`src/rtl/hall_commutator.sv`:
```
module hall_commutator (
  input  logic       clk,
  input  logic       rst_n,
  input  logic       hall_a,
  input  logic       hall_b,
  input  logic       hall_c,
  input  logic       dir,
  input  logic       brake_n,
  input  logic       pwm_on,
  input  logic       sleep,
  input  logic       drv_off,
  input  logic [2:0] boot_ok,
  output logic [2:0] gate_hi,
  output logic [2:0] gate_lo
);

  logic [2:0] hall_m, hall_q;
  logic [2:0] src, snk;
  logic [2:0] recharge;
  logic       kill, braking;

  always_ff @(posedge clk or negedge rst_n) begin
    if (!rst_n) begin
      hall_m <= 3'b000;
      hall_q <= 3'b000;
    end else begin
      hall_m <= {hall_a, hall_b, hall_c};
      hall_q <= hall_m;
    end
  end

  // one-hot source/sink phase, bit0 = A
  always_comb begin
    src = 3'b000;
    snk = 3'b000;
    unique case ({dir, hall_q})
      4'b1101: begin src = 3'b001; snk = 3'b100; end
      4'b1100: begin src = 3'b010; snk = 3'b100; end
      4'b1110: begin src = 3'b010; snk = 3'b001; end
      4'b1010: begin src = 3'b100; snk = 3'b001; end
      4'b1011: begin src = 3'b100; snk = 3'b010; end
      4'b1001: begin src = 3'b001; snk = 3'b010; end
      4'b0101: begin src = 3'b100; snk = 3'b010; end
      4'b0100: begin src = 3'b001; snk = 3'b010; end
      4'b0110: begin src = 3'b001; snk = 3'b100; end
      4'b0010: begin src = 3'b010; snk = 3'b100; end
      4'b0011: begin src = 3'b010; snk = 3'b001; end
      4'b0001: begin src = 3'b100; snk = 3'b001; end
      default: begin src = 3'b000; snk = 3'b000; end
    endcase
  end

  // a floating or low brake line brakes
  assign braking  = (brake_n !== 1'b1);
  assign kill     = sleep | drv_off | ~rst_n;
  assign recharge = src & ~boot_ok;

  always_comb begin
    if (kill) begin
      gate_hi = 3'b000;
      gate_lo = 3'b000;
    end else if (braking) begin
      gate_hi = 3'b000;
      gate_lo = 3'b111;
    end else begin
      gate_hi = pwm_on ? (src & boot_ok) : 3'b000;
      gate_lo = snk | recharge;
    end
  end

endmodule

```
`config.mk`:
```
export PLATFORM = sky130hd
export DESIGN_NAME = hall_commutator
export DESIGN_NICKNAME = d
export VERILOG_FILES = /design/src/rtl/hall_commutator.sv
export SDC_FILE = /design/constraint.sdc
export NUM_CORES = 1
export LEC_CHECK = 0
export CORE_AREA = 4 4 41 43
export CTS_BUF_LIST = sky130_fd_sc_hd__clkbuf_2
export CTS_CLUSTER_DIAMETER = 30
export CTS_CLUSTER_SIZE = 8
export DETAILED_ROUTE_END_ITERATION = 16
export DIE_AREA = 0 0 45 47
export GPL_TIMING_DRIVEN = 0
export SLEW_MARGIN = 30
export SYNTH_ARGS = -nofsm -noshare
export SYNTH_HDL_FRONTEND = slang
export SYNTH_SLANG_ARGS = --single-unit
```
`constraint.sdc`:
```
create_clock -name clk -period 1.1 [get_ports clk]
set_input_delay 0.11 -clock clk [delete_from_list [all_inputs] [get_ports clk]]
set_output_delay 0.11 -clock clk [all_outputs]
set_load 0.02 [all_outputs]
```
==> metrics.md, run 1 <==
| Metric | Value |
|---|---|
| P_sw | 0.162 mW |
| CTS Sinks | 6 |
| Synth Flop Type | dfrtp_1 |
| CP max-delay cell | dfrtp_2 |
| Via count | 437 |
| Unrepaired setup endpoints after global routing | true |
| Vias per cell | 5.20 |
| Detailed-router iteration count before antenna repair | 1 |
| FILL cells | 127 |
| ANT nets after route | 0 |
| Final #Nets | 84 |
| Top cells by area, synth | dfrtp_1 41%, nor3b_1 10%, a2111oi_0 7.1% |
| Max IR drop VDD | 641 µV |
| Sequential share of power | 0.434 |
| Max clock buf depth | 2 |
| Initial core utilization | 0.284 |
| Dominant cell type by area after synthesis | dfrtp_1 |
| LEAKAGE | 0.303 nW |
| Initial antenna violation count | 0 |
| Largest net degree at the start of global routing | 11 |
| Final wirelength | 1040 µm |
| Worst-path cell chain | buf_6 -> a2111oi_4 -> nor3_2 -> buf_4 |
| DP Cell Count | 75 |
| Clk root buf | clkbuf_2 |
| DRC viols | 0 |
| H-tree level count | 1 |
| GPL Wtd Cong | 0.745 |
| Synthesis-stage register bit count | 6 |
| Asr flop ratio synth | 1.00 |
| Syn Inst Count | 42 |
| Power per cell area | 763 mW/mm² |
| Layout Skew | 0.00410 ns |
| Synthesis Warnings | 0 |
| Clk Latency, worst-skew pair | 0.22 ns |
| Initial DRC Count | 0 |
| First-pass GRT wire length | 1650 µm |
| Row count | 13 |
| Met3 WL | 107 µm |
| Syn Nets | 55 |
| Area growth syn-to-layout | 99.3% |
| Synth cell count leaders | 6 x dfrtp_1, 5 x nor3b_1, 5 x o21ai_0, 4 x and3_1 |
| TNS Setup | -1.86 ns |
| Worst min path class | in -> reg |
| CP delay by family, top | flip-flops |
| Area of the core | 0.00130 mm² |
| Num CTS Buffers | 3 |
| Final setup violation count | 6 |
| Worst setup EP type | output port |
| Clk pin slew, worst setup/hold paths | 0.06 ns |
| Max-cap violation count | 0 |
| Synth unique cells | 15 |
| Met1 WL | 373 µm |
| Status | complete, but fails checks |
| Port bufs | 18 |
| Clk pwr share | 0.268 |
| Hold Vio Cnt, Final | 0 |
| Comb power frac | 0.298 |
| Setup WS post-layout | -0.360 ns |
| Req. time, crit path | 0.99 ns |
| Max Slew Vio Count | 0 |
| Sequential-to-total area share from yosys stat | 0.407 |
| Crit path DAT | 1.35 ns |
| Worst Path Buf+Inv | 2 |
| Gr usage total | 0.110 |
| Io pins | 19 |
| Share of the synthesized area in the top cell type | 0.407 |
| Sw Ratio | 0.289 |
| Type of the worst setup path | reg -> out |
| Cell Area, Synth | 369 µm² |
| Critical path startpoint category | register |
| Peak per-stage delay on the critical path | 0.41 ns |
| WL per Instance | 12.4 µm |
| Int Power | 0.399 mW |
| Fmax | 685 MHz |
| N_diodes | 0 |
| Post-Layout Cell Count | 84 |
| Top Layer Used | met4 |
| Routed wire length on met2 | 547 µm |
| Failing checks | negative setup slack |
| Slew HR | 0.757 |
| Crit path time final | 1.46 ns |
| Layout cells sized above 1 | 0.435 |
| Post-synth EDFFs | 0 |
| Worst-margin pin slew | 0.364 ns |
| Avg Cell Area, Syn | 8.79 µm² |
| Crit Path Max Fanout | 8 |
| DIE HEIGHT | 47 µm |
| Final worst path period share | 1.33 |
| CTS tree | yes |
| Die area | 0.00212 mm² |
| Vias in the first global route | 396 |
| Die W | 45 µm |
| Total gr overflow | 0 |
| Most frequent cell after synthesis | dfrtp_1 |
| Detailed-placement wirelength estimate | 694 µm |
[power groups by stage]
stage / combinational, mW / sequential [mW] / clock, mW
after global routing: 0.182 / 0.246 / 0.174
after floorplan: 0.0493 / 0.245 / 0
after global placement: 0.118 / 0.249 / 0
final: 0.167 / 0.244 / 0.150
after CTS: 0.145 / 0.242 / 0.155
after detailed placement: 0.119 / 0.249 / 0
[kinds of logic after synthesis]
kind of cell	count (synthesis)	synth area share
AO/OA/AOI/OAI	12	0.203
buffers and inverters	3	0.0509
flip-flops	6	0.407
AND/OR/NAND/NOR	21	0.339
[metrics by stage]
step | setup slack (ns) | total power [mW] | hold WS [ns] | area [µm²] | util
2_1_floorplan | -0.0814 | 0.294 | -0.186 | 382 | -
3_3_place_gp | -1.09 | 0.367 | 0.333 | 581 | 0.446
3_5_place_dp | -1.10 | 0.368 | 0.337 | 581 | 0.446
4_1_cts | -0.418 | 0.542 | 0.324 | 666 | 0.512
5_1_grt | -0.436 | 0.602 | 0.325 | 736 | 0.565
6_report | -0.360 | 0.562 | 0.326 | 736 | 0.565
[worst paths after layout]
check	start	endpoint	slack, ns	depth (start not counted)
setup / recovery	hall_q[0]	gate_lo[0]	-0.36	4
hold / removal	hall_b	hall_m[1]	0.33	1
setup reg to reg	hall_m[1]	hall_q[1]	0.63	0
hold reg to reg	hall_m[0]	hall_q[0]	0.35	0
max in group asynchronous	rst_n	hall_q[0]	0.48	2
min in group asynchronous	rst_n	hall_m[1]	0.39	2
[placed cells by master (no fill, tap or decap), drive strengths merged]
cell type,netlist,layout
nand3b,2,2
o211ai,1,1
buf,1,12
nand2b,3,3
clkdlybuf4s50,0,7
nand2,3,3
clkbuf,0,3
and3,4,4
o21ai,5,5
nor3,2,2
dlygate4sd2,0,4
inv,2,2
a2111oi,3,3
nor3b,5,5
nor2,2,2
dfrtp,6,6
o22ai,1,1
dlygate4sd3,0,1
clkdlybuf4s15,0,1
a21oi,2,2
[area by class of cell]
cell class | instances | area (µm²) | area share
Timing Repair Buffer | 24 | 231 | 0.315
Inverter | 2 | 7.51 | 0.0102
Sequential cell | 6 | 154 | 0.209
Buffer | 1 | 11.3 | 0.0153
Multi-Input combinational cell | 33 | 298 | 0.405
Tap cell | 15 | 18.8 | 0.0255
Clock buffer | 3 | 15.0 | 0.0204
[timing repair]
action,4_1_cts,5_1_grt
gates resized for setup,50,12
setup endpoints to repair,6,6
pin swaps,7,5
endpoints found under the hold margin,6,0
hold buffers,1,0
buffers inserted,4,1
[layer usage]
metal	vias to the layer above	global-route usage
li1	211	-
met1	207	0.109
met2	17	0.201
met3	2	0.0192
met4	0	0.0877
met5	-	0
[state kept, by name (all words and copies together) (netlist names)]
name,flops
hall_m,3
hall_q,3
(Power assumes the default switching activity.)
==> run 2, diff against run 1 <==
--- a/config.mk
+++ b/config.mk
@@ -5,6 +5,7 @@
 export SDC_FILE = /design/constraint.sdc
 export NUM_CORES = 1
 export LEC_CHECK = 0
+export CAP_MARGIN = 10
 export CORE_AREA = 4 4 41 43
 export CTS_BUF_LIST = sky130_fd_sc_hd__clkbuf_2
 export CTS_CLUSTER_DIAMETER = 30
==> results of run 2 <==
The final DEF is identical to that of run 1; final timing and power are the same.
==> run 3, diff against run 2 <==
--- a/config.mk
+++ b/config.mk
@@ -8,7 +8,6 @@
 export CAP_MARGIN = 10
 export CORE_AREA = 4 4 41 43
 export CTS_BUF_LIST = sky130_fd_sc_hd__clkbuf_2
-export CTS_CLUSTER_DIAMETER = 30
 export CTS_CLUSTER_SIZE = 8
 export DETAILED_ROUTE_END_ITERATION = 16
 export DIE_AREA = 0 0 45 47
==> results of run 3 <==
The final DEF is identical to that of run 1; final timing and power are the same.
